==> src/rtl/lutmul_pkg.sv <==
package lutmul_pkg;
  // Width of one operand slice that addresses a table
  localparam int unsigned NIB_W = 4;
  // Entries per table follow from the slice width
  localparam int unsigned TAB_DEPTH = 1 << NIB_W;
endpackage

==> src/rtl/lutmul_table.sv <==
module lutmul_table #(
  parameter int unsigned ADDR_W = 4,
  parameter int unsigned DATA_W = 12
) (
  input  logic              clk,
  input  logic              rst_n,
  input  logic              wr_en_i,
  input  logic [ADDR_W-1:0] wr_addr_i,
  input  logic [DATA_W-1:0] wr_data_i,
  input  logic [ADDR_W-1:0] rd_addr_i,
  output logic [DATA_W-1:0] rd_data_o
);
  localparam int unsigned DEPTH = 1 << ADDR_W;

  logic [DATA_W-1:0] mem_q [DEPTH];

  for (genvar e = 0; e < DEPTH; e++) begin : g_entry
    logic              hit;
    logic [DATA_W-1:0] ent_d;

    assign hit = wr_en_i && (wr_addr_i == ADDR_W'(e));

    always_comb begin
      ent_d = mem_q[e];
      if (hit) ent_d = wr_data_i;
    end

    always_ff @(posedge clk or negedge rst_n) begin
      if (!rst_n)   mem_q[e] <= '0;
      else if (hit) mem_q[e] <= ent_d;
    end
  end

  assign rd_data_o = mem_q[rd_addr_i];
endmodule

==> src/rtl/lutmul_loader.sv <==
module lutmul_loader #(
  parameter int unsigned ADDR_W  = 4,
  parameter int unsigned CONST_W = 8,
  parameter int unsigned DATA_W  = 12
) (
  input  logic               clk,
  input  logic               rst_n,
  input  logic               load_i,
  input  logic [CONST_W-1:0] const_i,
  output logic               busy_o,
  output logic               wr_en_o,
  output logic [ADDR_W-1:0]  wr_addr_o,
  output logic [DATA_W-1:0]  wr_data_o
);
  localparam logic [ADDR_W-1:0] LAST = '1;

  logic               busy_q, busy_d;
  logic [ADDR_W-1:0]  cnt_q, cnt_d;
  logic [DATA_W-1:0]  acc_q, acc_d;
  logic [CONST_W-1:0] k_q, k_d;
  logic               start;

  assign start = load_i && !busy_q;

  always_comb begin
    busy_d = busy_q;
    cnt_d  = cnt_q;
    acc_d  = acc_q;
    k_d    = k_q;
    if (start) begin
      busy_d = 1'b1;
      cnt_d  = '0;
      acc_d  = '0;
      k_d    = const_i;
    end else if (busy_q) begin
      cnt_d = cnt_q + 1'b1;
      acc_d = acc_q + DATA_W'(k_q);
      if (cnt_q == LAST) busy_d = 1'b0;
    end
  end

  always_ff @(posedge clk or negedge rst_n) begin
    if (!rst_n) begin
      busy_q <= 1'b0;
      cnt_q  <= '0;
      acc_q  <= '0;
      k_q    <= '0;
    end else begin
      busy_q <= busy_d;
      cnt_q  <= cnt_d;
      acc_q  <= acc_d;
      k_q    <= k_d;
    end
  end

  assign busy_o    = busy_q;
  assign wr_en_o   = busy_q;
  assign wr_addr_o = cnt_q;
  assign wr_data_o = acc_q;
endmodule

==> src/rtl/lutmul_top.sv <==
module lutmul_top #(
  parameter int unsigned OPND_W  = 8,
  parameter int unsigned CONST_W = 8
) (
  input  logic                       clk,
  input  logic                       rst_n,
  input  logic                       load_i,
  input  logic [CONST_W-1:0]         const_i,
  input  logic                       req_i,
  input  logic [OPND_W-1:0]          operand_i,
  output logic                       busy_o,
  output logic                       prod_valid_o,
  output logic [OPND_W+CONST_W-1:0]  prod_o
);
  import lutmul_pkg::*;

  localparam int unsigned NSLICE = OPND_W / NIB_W;
  localparam int unsigned PP_W   = NIB_W + CONST_W;
  localparam int unsigned PROD_W = OPND_W + CONST_W;

  logic              wr_en;
  logic [NIB_W-1:0]  wr_addr;
  logic [PP_W-1:0]   wr_data;
  logic [PP_W-1:0]   pp [NSLICE];
  logic [PROD_W-1:0] sum;
  logic              accept;

  logic              vld_q, vld_d;
  logic [PROD_W-1:0] prod_q, prod_d;

  lutmul_loader #(
    .ADDR_W (NIB_W),
    .CONST_W(CONST_W),
    .DATA_W (PP_W)
  ) u_loader (
    .clk      (clk),
    .rst_n    (rst_n),
    .load_i   (load_i),
    .const_i  (const_i),
    .busy_o   (busy_o),
    .wr_en_o  (wr_en),
    .wr_addr_o(wr_addr),
    .wr_data_o(wr_data)
  );

  for (genvar g = 0; g < NSLICE; g++) begin : g_slice
    lutmul_table #(
      .ADDR_W(NIB_W),
      .DATA_W(PP_W)
    ) u_tab (
      .clk      (clk),
      .rst_n    (rst_n),
      .wr_en_i  (wr_en),
      .wr_addr_i(wr_addr),
      .wr_data_i(wr_data),
      .rd_addr_i(operand_i[g*NIB_W +: NIB_W]),
      .rd_data_o(pp[g])
    );
  end

  always_comb begin
    sum = '0;
    for (int g = 0; g < NSLICE; g++) begin
      sum = sum + (PROD_W'(pp[g]) << (g * NIB_W));
    end
  end

  assign accept = req_i && !busy_o && !load_i;

  always_comb begin
    vld_d  = accept;
    prod_d = prod_q;
    if (accept) prod_d = sum;
  end

  always_ff @(posedge clk or negedge rst_n) begin
    if (!rst_n) begin
      vld_q  <= 1'b0;
      prod_q <= '0;
    end else begin
      vld_q  <= vld_d;
      prod_q <= prod_d;
    end
  end

  assign prod_valid_o = vld_q;
  assign prod_o       = prod_q;
endmodule

==> config.mk <==
export PLATFORM = sky130hd
export DESIGN_NAME = lutmul_top
export DESIGN_NICKNAME = d
export VERILOG_FILES = /design/src/rtl/lutmul_pkg.sv /design/src/rtl/lutmul_table.sv /design/src/rtl/lutmul_loader.sv /design/src/rtl/lutmul_top.sv
export SDC_FILE = /design/constraint.sdc
export NUM_CORES = 1
export LEC_CHECK = 0
export BUFFER_PORTS_ARGS = -buffer_cell sky130_fd_sc_hd__clkbuf_2
export CORE_UTILIZATION = 55
export DETAILED_ROUTE_END_ITERATION = 10
export PLACE_DENSITY = 0.69
export SYNTH_ARGS = -nofsm -noshare
export SYNTH_HDL_FRONTEND = slang
export SYNTH_HIERARCHICAL = 1
export SYNTH_SLANG_ARGS = --single-unit
==> constraint.sdc <==
create_clock -name clk -period 5.7 [get_ports clk]
set_input_delay 0.855 -clock clk [delete_from_list [all_inputs] [get_ports clk]]
set_output_delay 0.855 -clock clk [all_outputs]
set_load 0.02 [all_outputs]
==> results of run 1 <==
## synth_stat cells (all sizes together)
cell type / count
dfrtp: 426
mux2: 385
mux4: 96
nand2: 85
buf: 51
a22oi: 48
clkbuf: 42
nor2: 29
ha: 17
a22o: 14
o21ai: 13
a21oi: 11
nand2b: 9
xnor2: 9
xor2: 8
a21o: 7
nand3: 7
nand3b: 6
nor2b: 5
or3: 5
inv: 4
a211oi: 3
a31oi: 3
nand4: 3
o211ai: 3
a211o: 2
and2: 2
and3: 2
fa: 2
nor3b: 2
o211a: 2
o31ai: 2
a221oi: 1
a41oi: 1
and4: 1
mux2i: 1
o21bai: 1
or4: 1
## kinds of logic after synthesis
logic type      count (synthesis)
mux                           482
simple gates                  157
buf+inv                        97
flops                         426
fa+ha+maj                      19
xor+xnor                       17
compound gates                111
## flip-flops by register name (all words and copies together), names as in the netlist
name / count
g_slice.u_tab/mem_q: 384
prod_o: 16
prod_valid_o: 1
u_loader/busy_o: 1
u_loader/k_q: 8
u_loader/wr_addr_o: 4
u_loader/wr_data_o: 12
## layout by cell type (no fill, tap or decap), drive strengths merged, types with 2 or more instances in the layout
cell / count
a211o: 2
a211oi: 3
a21o: 7
a21oi: 11
a22o: 14
a22oi: 48
a31oi: 3
and2: 2
and3: 2
buf: 46
bufinv: 5
clkbuf: 97
clkinv: 9
clkinvlp: 4
dfrtp: 426
fa: 2
ha: 17
inv: 4
mux2: 385
mux4: 96
nand2: 85
nand2b: 9
nand3: 7
nand3b: 6
nand4: 3
nor2: 29
nor2b: 5
nor3b: 2
o211a: 2
o211ai: 3
o21ai: 13
o31ai: 2
or3: 5
xnor2: 9
xor2: 8
## layout make-up
type	instances	area, um^2	area share (%)
inverter	4	15.01	0.06894
tap	455	569.3	2.614
timing repair buffer	80	548.0	2.516
clock inverter	18	225.2	1.034
sequential	426	10660	48.95
clock buffer	63	1284	5.894
multi-input combinational	786	8478	38.93
## worst max-delay path by stage
stage / cells past startpoint / end / slack, ns
after floorplan: 12 / prod_o[10] / 2.21
after global placement: 11 / prod_o[14] / 1.50
after detailed placement: 11 / prod_o[10] / 1.47
after CTS: 11 / prod_o[14] / 1.99
after global routing: 11 / prod_o[10] / 1.71
final: 11 / prod_o[14] / 1.99
## worst register-to-register path, delay by kind of cell, from the launching register on
kind,cells,cell delay [ns]
compound gates,4,0.92
xor+xnor,1,0.15
fa+ha+maj,2,0.70
flops,1,0.38
mux,1,0.46
simple gates,2,0.26
## power breakdown
group,internal [W],switching (W)
registers,0.00452,0.000935
logic,0.00258,0.00210
clock network,0.00180,0.00117
## metal layers
| metal | share of wire, % | wire [um] |
|---|---|---|
| met1 | 48 | 20910 |
| met2 | 46 | 20010 |
| met4 | 1.9 | 832 |
| met5 | 0 | 0 |
| met3 | 4.3 | 1893 |
## per-stage QoR
stage	hold WS, ns	util (%)
after floorplan	0.4497	-
after global placement	0.4623	58.25
after detailed placement	0.4704	58.25
after CTS	0.4054	62.59
after global routing	0.4218	62.59
final	0.3738	62.59
==> impl_summary.txt, run 1 <==
----------------------------------------------------
[Logic synthesis]
  Proportion of synthesized chip area in sequential cells ... 54.31%
  Post-synthesis instance total ... 1309
  XOR/XNOR Fraction of Synth Area ... 0.7585%
  Basic-gate share of the synthesized area counting and, or, nand and nor cells ... 3.741%
  Cell accounting for the most synthesized area ... dfrtp_1
  Number of warning messages in the yosys log ... 6
  Multiplexer area fraction after synthesis ... 33.15%
  Post-Synthesis Net Count ... 1348
  Top cells by area, synth ... dfrtp_1, mux2_2, mux4_2
  Flops & latches, synth ... 426
  Synth Area in Adders ... about 1.3%
  Number of distinct standard cells referenced by the synthesized netlist ... between 40 and 50
  Synth Area in Compound Gates ... 4.251%
  Mean Syn Cell Area ... 15.00 um^2
  Largest family of logic cells by synthesized area ... multiplexers
  Syn Std Cell Area ... 0.01963 mm^2
  Share of Yosys cell area claimed by the top area cell type ... ~54%

[Placement]
  DP Worst Slack ... 1.470 ns
  Post-DP HPWL ... around 27000 um
  DP Area ... 0.02027 mm^2
  I/O Buffers ... 37
  Final Wtd Congestion ... 0.8222
  Placed insts ... ~1800

[Finish]
  Area growth from synthesis to layout ... 10.95%
  Final-stage net count ... about 1400
  Number of diodes ... 0
  Post-route cell area ... around 0.022 mm^2
  Proportion of layout cells with a drive suffix above 1 ... 47.06%
  Count of non-filler cells in the finished layout ... 1832
  Number of fillers in the final layout ... 2595

[Critical path]
  Crit path capture type ... flop
  Critical path class ... input port to flop
  End of the worst register-to-register path ... prod_o[14]
  Dominant delay contributor by cell family on the critical path ... buffers and inverters
  Source of the worst register-to-register timing path ... g_slice[1].u_tab/mem_q[144]
  Register-to-register setup slack ... 2.71 ns
  First element of the critical path ... operand_i[4]
  Depth of the worst register-to-register path ... 10
  Standard cell with the maximum stage delay on the critical path ... buf_4
  Max incr delay on CP ... around 0.56 ns
  Crit path cell chain ... buf_4, buf_4, mux4_2, a22oi_1, nand2_1, fa_1, a211oi_1, o211ai_1, nand4_1, xor2_1, o21ai_0
  Req. time, crit path ... 6.11 ns
  Cell with the most instances on the worst path ... buf_4
  Worst path bufs/invs ... 2
  Arr. time, crit path ... between 4 and 5 ns
  Sort of element at the start of the critical path ... input port
  Largest fanout of any net on the critical path ... 34

[Clock tree]
  Clock tree from TritonCTS ... yes
  Bufs on Longest Clock Path ... 3
  Hold buffer count at cts ... 0
  Clock tree root buffer cell ... clkbuf_16
  H-tree Lvls ... 2
  Number of gates given a new drive strength after cts ... 0
  Clock transition at the register clock pins on the worst setup and hold paths after CTS ... 0.06 ns
  CTS sink count ... 426
  # Post-CTS Setup Buffers ... 0
  Source-to-sink clock delay at the later pin of the worst-skew pair ... about 0.54 ns
  TritonCTS Buffers ... 45

[Timing]
  Setup TNS Final ... 0 ns
  Number of hold-slack violations in the final timing report ... 0
  Worst relative slew slack ... 12.77%
  Max-slew violation count ... 0
  Setup Skew ... just under 0.01 ns
  Peak clock frequency supported by timing ... 269.9 MHz
  Shortest period the worst path allows ... between 3 and 4 ns
  Final setup violation count ... 0
  Post-route worst setup slack ... ~2.0 ns
  Period Utilization, post-route ... 65.01%
  Unrepaired setup endpoints after global routing ... no
  Transition time of the tightest slew-check pin ... 1.309 ns

[Power and ir drop]
  Power density normalized to cell area ... around 600 mW/mm^2
  Total power of the final layout ... approximately 0.013 W
  Leakage power total ... 9.561 nW
  Worst ir drop on vdd ... 0.2996 mV

[GRT]
  GR Layer Usage met2 ... 38.70%
  Peak-usage layer in the global routing report ... met1
  Grt met1 use ... 38.83%
  Largest net degree at the start of global routing ... roughly 160
  Number of global-route vias before repair ... 11990
  GR Util met3 ... under 10%
  Total gr overflow ... 0
  First-pass GRT wire length ... 70060 um
  GRT Resource Usage Total ... 25.38%
  Antenna violations before repair ... 0

[Floorplan]
  Core Footprint ... 0.03480 mm^2
  Die Wd ... 190.9 um
  Effective utilization at floorplan ... 56.41%
  Die area ... between 0.03 and 0.04 mm^2
  Number of ports placed on the die boundary ... 38
  Die Span Y ... 190.9 um
  Standard-cell row count ... 68

[Run]
  Number of maximum-capacitance constraint violations ... 0

[Route]
  Total number of vias ... 11210
  Number of vias per cell ... 6.117
  Drc violations ... 0
  Final wirelength ... between 40000 and 50000 um
  Count of nets left with antenna violations after detail routing ... 0
  Drt first pass iters ... 5
  Detailed Route Iter0 Violations ... 827
  Post-detailed-route wirelength per cell ... ~24 um

[Status]
  Run status ... finished, final reports clean

[Worst hold path]
  Min-Delay Path Class ... input port to async pin

----------------------------------------------------
(Power assumes the default switching activity.)
==> run 2: changes to the inputs <==
--- a/config.mk
+++ b/config.mk
@@ -8,7 +8,7 @@
 export BUFFER_PORTS_ARGS = -buffer_cell sky130_fd_sc_hd__clkbuf_2
 export CORE_UTILIZATION = 55
 export DETAILED_ROUTE_END_ITERATION = 10
-export PLACE_DENSITY = 0.69
+export PLACE_DENSITY = 0.72
 export SYNTH_ARGS = -nofsm -noshare
 export SYNTH_HDL_FRONTEND = slang
 export SYNTH_HIERARCHICAL = 1
==> constraint.sdc (replaced) <==
create_clock -name clk -period 3.3 [get_ports clk]
set_input_delay 0.495 -clock clk [delete_from_list [all_inputs] [get_ports clk]]
set_output_delay 0.495 -clock clk [all_outputs]
set_load 0.02 [all_outputs]
==> impl_summary.txt, run 2 (synthesis gave the netlist of run 1 again) <==
----------------------------------------------------
[Floorplan]
  Die Span Y ... 190.9 um (unchanged)
  Die area ... 0.03645 mm^2 (unchanged)
  Effective utilization at floorplan ... 56.41% (unchanged)
  Standard-cell row count ... 68 (unchanged)
  Core Footprint ... 0.03480 mm^2 (unchanged)
  Die Wd ... 190.9 um (unchanged)
  Number of ports placed on the die boundary ... 38 (unchanged)

[Power and ir drop]
  Power density normalized to cell area ... 1025 mW/mm^2 (+70%)
  Leakage power total ... 9.887 nW (+3.4%)
  Worst ir drop on vdd ... 0.6266 mV (+110%)

[Finish]
  Most frequent cells in the layout ... dfrtp_1, mux2_2, mux4_2, nand2_1, buf_4
  Count of non-filler cells in the finished layout ... 1882 (+2.7%)
  Proportion of layout cells with a drive suffix above 1 ... 49.12% (+2.1 points)
  Area growth from synthesis to layout ... 13.93%
  Most frequent standard cell in the layout excluding fill and tap cells ... dfrtp_1
  Multi-input logic area ... 0.008478 mm^2 (unchanged)
  Flip-flop count of the largest register after layout ... 384 (unchanged)
  Sequential cell area ... 0.01066 mm^2 (unchanged)
  Number of fillers in the final layout ... 2526 (-2.7%)
  Final-stage net count ... 1433 (+3.7%)
  Number of diodes ... 0 (unchanged)
  Register bank with the most flops ... g_slice.u_tab/mem_q

[Timing]
  Peak clock frequency supported by timing ... 329.0 MHz
  Setup TNS Final ... 0 ns (unchanged)
  Post-route worst setup slack ... 0.2604 ns (-1.734 ns)
  Period Utilization, post-route ... 92.11%
  Setup Skew ... 0.02467 ns (+0.01485 ns)
  Worst relative slew slack ... 9.436% (-3.3 points)
  Max-slew violation count ... 0 (unchanged)
  Shortest period the worst path allows ... 3.040 ns
  Final setup violation count ... 0 (unchanged)
  Unrepaired setup endpoints after global routing ... no
  Transition time of the tightest slew-check pin ... 1.358 ns (+0.04995 ns)
  Number of hold-slack violations in the final timing report ... 0 (unchanged)

[Run]
  Number of maximum-capacitance constraint violations ... 0 (unchanged)

[Critical path]
  Critical path class ... flop to flop
  First element of the critical path ... g_slice[1].u_tab/mem_q[144]
  Arr. time, crit path ... 3.45 ns (-0.67 ns)
  Crit path to ... prod_o[14]
  Crit path capture type ... flop
  Largest fanout of any net on the critical path ... 3 (-91%)
  End of the worst register-to-register path ... prod_o[14]
  Depth of the worst register-to-register path ... 10 (unchanged)
  Sort of element at the start of the critical path ... flop
  Req. time, crit path ... 3.71 ns (-2.40 ns)
  Source of the worst register-to-register timing path ... g_slice[1].u_tab/mem_q[144]
  Register-to-register setup slack ... 0.26 ns (-2.45 ns)

[Clock tree]
  Source-to-sink clock delay at the later pin of the worst-skew pair ... 0.56 ns (+0.02 ns)
  TritonCTS Buffers ... 45 (unchanged)
  Bufs on Longest Clock Path ... 3 (unchanged)
  CTS sink count ... 426 (unchanged)
  H-tree Lvls ... 2 (unchanged)
  Clock tree root buffer cell ... clkbuf_16
  Clock transition at the register clock pins on the worst setup and hold paths after CTS ... 0.06 ns (about the same)
  Clock tree from TritonCTS ... yes
  Number of gates given a new drive strength after cts ... 0 (unchanged)

[GRT]
  Largest net degree at the start of global routing ... 92 (-44%)
  Total gr overflow ... 0 (unchanged)
  GRT Resource Usage Total ... 25.49% (+0.11 points)
  First-pass GRT wire length ... 70390 um (+0.46%)
  Number of global-route vias before repair ... 12170 (+1.5%)
  Antenna violations before repair ... 0 (unchanged)

[Worst hold path]
  Min-Delay Path Class ... input port to flop

[Status]
  Run status ... finished, final reports clean

[Route]
  Drc violations ... 0 (unchanged)
  Total number of vias ... 11540 (+3.0%)
  Post-detailed-route wirelength per cell ... 23.32 um (-2.1%)
  Count of nets left with antenna violations after detail routing ... 0 (unchanged)
  Drt first pass iters ... 5 (unchanged)
  Detailed Route Iter0 Violations ... 801 (-3.1%)
  Final wirelength ... 43880 um (+0.53%)
  Number of vias per cell ... 6.133 (+0.26%)

[Placement]
  DP Worst Slack ... -0.1519 ns (-1.622 ns)
  I/O Buffers ... 37 (unchanged)
  Final Wtd Congestion ... 0.8135 (-1.1%)
  Placed insts ... 1801 (+2.9%)
  Post-DP HPWL ... 27890 um (+2.6%)

----------------------------------------------------
-- run 2: cell count changes in the layout (fill, tap and decap cells not counted), sizes merged --
| cell | change |
|---|---|
| clkbuf | +4 |
| clkinv | -4 |
| buf | +50 |
| bufinv | -3 |
| inv | +2 |
| dlygate4sd3 | +1 |
-- run 2: cell type report --
cell class / instances / area share (%)
Multi-Input combinational cell: 786 / 37.91
Inverter: 4 / 0.06713
Clock buffer: 67 / 6.266
Clock inverter: 13 / 0.5930
Sequential cell: 426 / 47.66
Tap cell: 455 / 2.545
Timing Repair Buffer: 131 / 4.957
-- run 2: worst max-delay path, stage by stage, from the launching register on --
cell and delay [ns]:
dfrtp_1 0.38, mux4_2 0.46, a22oi_1 0.27, nand2_1 0.13, ha_1 0.24, fa_1 0.40, a211oi_1 0.45, o211ai_1 0.20
nand4_1 0.14, xor2_1 0.14, o21ai_0 0.09
-- run 2: how the worst min path moves through the flow --
| stage | slack [ns] | to | from | cells after the start |
|---|---|---|---|---|
| global placement | 0.46 | prod_o[0] | prod_o[0] | 2 |
| finish | 0.13 | u_loader/k_q[3] | const_i[3] | 3 |
| floorplan | 0.20 | g_slice[0].u_tab/mem_q[0] | rst_n | 0 |
| CTS | 0.10 | u_loader/k_q[2] | const_i[2] | 3 |
| detailed placement | 0.47 | prod_o[3] | prod_o[3] | 2 |
| global route | 0.11 | u_loader/k_q[3] | const_i[3] | 3 |
-- run 2: per-stage QoR --
step | utilization [%] | power, W | instance area, um^2 | hold WS (ns)
finish | 64.27 | 0.02293 | 22370 | 0.1301
floorplan | - | 0.01525 | 19630 | 0.1994
CTS | 64.27 | 0.02304 | 22370 | 0.1048
global placement | 59.83 | 0.01737 | 20820 | 0.4588
global route | 64.27 | 0.02422 | 22370 | 0.1130
detailed placement | 59.83 | 0.01779 | 20820 | 0.4676
-- run 2: repair_timing --
item,CTS,global route
hold buffers,1,0
setup buffers,0,0
endpoints found under the hold margin,9,0
-- run 2: metal layers --
metal / share of wire [%] / GRT usage (%) / vias up
li1: - / - / 5047
met1: 46 / 37.97 / 6168
met2: 47 / 39.46 / 265
met3: 4.9 / 3.800 / 62
met4: 2.1 / 6.523 / 0
met5: 0 / 0 / -
-- run 2: where the power goes --
group	switching (W)	internal (W)
Clock	0.00205	0.00309
Combinational	0.00385	0.00464
Sequential	0.00148	0.00782
==> run 3: changes to the inputs <==
--- a/config.mk
+++ b/config.mk
@@ -8,6 +8,7 @@
 export BUFFER_PORTS_ARGS = -buffer_cell sky130_fd_sc_hd__clkbuf_2
 export CORE_UTILIZATION = 55
 export DETAILED_ROUTE_END_ITERATION = 10
+export GPL_TIMING_DRIVEN = 0
 export PLACE_DENSITY = 0.72
 export SYNTH_ARGS = -nofsm -noshare
 export SYNTH_HDL_FRONTEND = slang
==> impl_summary.txt, run 3 (synthesis gave the netlist of run 1 again) <==
----------------------------------------------------
[Critical path]
  Depth of the worst register-to-register path ... 10 (unchanged)
  Req. time, crit path ... 3.72 ns (about the same)
  Arr. time, crit path ... 3.57 ns (+0.12 ns)
  Sort of element at the start of the critical path ... flop
  Source of the worst register-to-register timing path ... g_slice[1].u_tab/mem_q[96]
  First element of the critical path ... g_slice[1].u_tab/mem_q[96]
  Largest fanout of any net on the critical path ... 3 (unchanged)
  Critical path class ... flop to flop
  Crit path capture type ... flop

[GRT]
  First-pass GRT wire length ... 71150 um (+1.1%)
  GRT Resource Usage Total ... 25.78% (+0.28 points)
  Largest net degree at the start of global routing ... 107 (+16%)
  Antenna violations before repair ... 0 (unchanged)
  Number of global-route vias before repair ... 12370 (+1.7%)
  Total gr overflow ... 0 (unchanged)

[Clock tree]
  Clock tree root buffer cell ... clkbuf_16
  Source-to-sink clock delay at the later pin of the worst-skew pair ... 0.56 ns (about the same)
  H-tree Lvls ... 2 (unchanged)
  CTS sink count ... 426 (unchanged)
  Clock tree from TritonCTS ... yes
  Clock transition at the register clock pins on the worst setup and hold paths after CTS ... 0.06 ns (about the same)
  # Post-CTS Setup Buffers ... 0 (unchanged)
  TritonCTS Buffers ... 45 (unchanged)
  Bufs on Longest Clock Path ... 3 (unchanged)

[Timing]
  Final setup violation count ... 0 (unchanged)
  Setup TNS Final ... 0 ns (unchanged)
  Setup Skew ... 0.02221 ns (-0.002455 ns)
  Hold Slack ... -0.01362 ns (-0.1438 ns)
  Post-route worst setup slack ... 0.1540 ns (-0.1064 ns)
  Peak clock frequency supported by timing ... 317.9 MHz (-3.4%)
  Max-slew violation count ... 0 (unchanged)
  Period Utilization, post-route ... 95.33% (+3.2 points)
  Number of hold-slack violations in the final timing report ... 13 (+13)
  Worst relative slew slack ... 35.72% (+26 points)
  Shortest period the worst path allows ... 3.146 ns (+0.1064 ns)
  Transition time of the tightest slew-check pin ... 0.9642 ns (-0.3943 ns)
  Unrepaired setup endpoints after global routing ... no

[Finish]
  Area growth from synthesis to layout ... 11.97%
  Number of diodes ... 0 (unchanged)
  Flip-flop count of the largest register after layout ... 384 (unchanged)
  Most frequent standard cell in the layout excluding fill and tap cells ... dfrtp_1
  Proportion of layout cells with a drive suffix above 1 ... 45.68% (-3.4 points)
  Most frequent cells in the layout ... dfrtp_1, mux2_2, mux4_2, nand2_1, clkbuf_1
  Register bank with the most flops ... g_slice.u_tab/mem_q
  Final-stage net count ... 1432 (-0.070%)

[Route]
  Detailed Route Iter0 Violations ... 775 (-3.2%)
  Final wirelength ... 43990 um (+0.26%)
  Metal2 WL ... 20900 um (+1.1%)
  Highest routing layer actually used ... met4
  Post-detailed-route wirelength per cell ... 23.40 um (+0.36%)
  Number of vias per cell ... 6.147 (+0.23%)
  Drt first pass iters ... 5 (unchanged)
  Met1 routed wirelength after detailed routing ... 19970 um (-1.0%)
  Drc violations ... 0 (unchanged)
  Length of routed met3 wiring ... 2395 um (+12%)
  Count of nets left with antenna violations after detail routing ... 0 (unchanged)
  Total number of vias ... 11560 (+0.12%)

[Placement]
  Final Wtd Congestion ... 0.7945 (-2.3%)
  I/O Buffers ... 33 (-11%)
  DP Worst Slack ... -0.7296 ns (-0.5778 ns)
  Post-DP HPWL ... 30780 um (+10%)

[Power and ir drop]
  Int Pwr ... 0.01535 W (-1.3%)
  Power density normalized to cell area ... 1028 mW/mm^2 (+0.29%)
  Switching portion of total power ... 32.10% (-0.10 points)
  Switching power ... 0.007255 W (-1.8%)
  Worst ir drop on vdd ... 0.7975 mV (+27%)
  Leakage power total ... 9.659 nW (-2.3%)
  Part of the power in combinational logic ... 35.3% (-1.7 points)
  Portion of total power attributed to sequential cells ... 42.4% (+1.8 points)
  Part of the total power dissipated in the clock network ... 22.3% (about the same)

[Floorplan]
  Die area ... 0.03645 mm^2 (unchanged)
  Effective utilization at floorplan ... 56.41% (unchanged)
  Die Wd ... 190.9 um (unchanged)
  Number of ports placed on the die boundary ... 38 (unchanged)
  Core Footprint ... 0.03480 mm^2 (unchanged)
  Die Span Y ... 190.9 um (unchanged)
  Standard-cell row count ... 68 (unchanged)

[Run]
  Number of maximum-capacitance constraint violations ... 0 (unchanged)

[Status]
  Run status ... finished with violations
  Failing checks ... hold timing

[Worst hold path]
  Min-Delay Path Class ... input port to async pin

----------------------------------------------------
## run 3: changes by cell type in the layout (fill, tap and decap cells not counted), moves of 4 or more
cell        delta
clkbuf_1      +49
buf_2         +38
clkinvlp_4     -4
buf_6          +8
buf_16         +4
buf_4         -75
buf_12        -16
## run 3: metal layers
| layer | vias to the layer above | GRT usage [%] |
|---|---|---|
| met5 | - | 0 |
| met2 | 258 | 40.15 |
| met3 | 46 | 4.131 |
| met4 | 0 | 6.338 |
| li1 | 5034 | - |
| met1 | 6218 | 38.06 |
## run 3: per-stage QoR
| stage | util (%) | area (um^2) | total power (W) | hold WS, ns | std cells |
|---|---|---|---|---|---|
| 2_1_floorplan | - | 19630 | 0.01525 | 0.1994 | 1309 |
| 3_5_place_dp | 58.86 | 20480 | 0.01760 | 0.4653 | 1801 |
| 4_1_cts | 63.15 | 21970 | 0.02275 | 0.01773 | 1880 |
| 5_1_grt | 63.16 | 21980 | 0.02393 | 0.02925 | 1880 |
| 6_report | 63.16 | 21980 | 0.02260 | -0.01362 | 1880 |
| 3_3_place_gp | 58.52 | 20360 | 0.01718 | 0.4614 | 1797 |
## run 3: power by group through the flow
stage | registers [W] | logic [W] | clock network (W)
CTS | 0.00956 | 0.00801 | 0.00517
detailed placement | 0.00963 | 0.00797 | 0
global route | 0.00993 | 0.00865 | 0.00536
floorplan | 0.00902 | 0.00623 | 0
finish | 0.00958 | 0.00797 | 0.00505
global placement | 0.00949 | 0.00768 | 0
## run 3: worst paths after layout
path | to | slack (ns)
min in group clk | u_loader/k_q[1] | 0.13
max | prod_o[14] | 0.15
max reg2reg | prod_o[14] | 0.15
max in group asynchronous | g_slice[0].u_tab/mem_q[149] | 2.12
min reg2reg | prod_o[2] | 0.47
min | g_slice[1].u_tab/mem_q[154] | -0.01
## run 3: cell type report
| class | count | area [um^2] |
|---|---|---|
| Fill cell | 2610 | 12820 |
| Inverter | 4 | 15.01 |
| Tap cell | 455 | 569.3 |
| Clock buffer | 73 | 1374 |
| Sequential cell | 426 | 10660 |
| Clock inverter | 6 | 108.9 |
| Multi-Input combinational cell | 786 | 8483 |
| Timing Repair Buffer | 37 | 284.0 |
| Buffer | 93 | 485.5 |
## run 3: what timing repair did
item / CTS / global route
hold buffers: 0 / 0
cloned: 0 / 0
resized for setup: 5 / 4
setup endpoints to repair: 3 / 3
pin swaps: 0 / 0
## run 3: worst max-delay path, cell delays in order (launching register included)
cell      delay [ns]
dfrtp_1         0.40
mux4_2          0.52
a22oi_1         0.24
nand2_1         0.23
ha_1            0.30
fa_1            0.45
a211oi_2        0.28
o211ai_1        0.17
nand4_1         0.13
xor2_1          0.18
o21ai_0         0.11
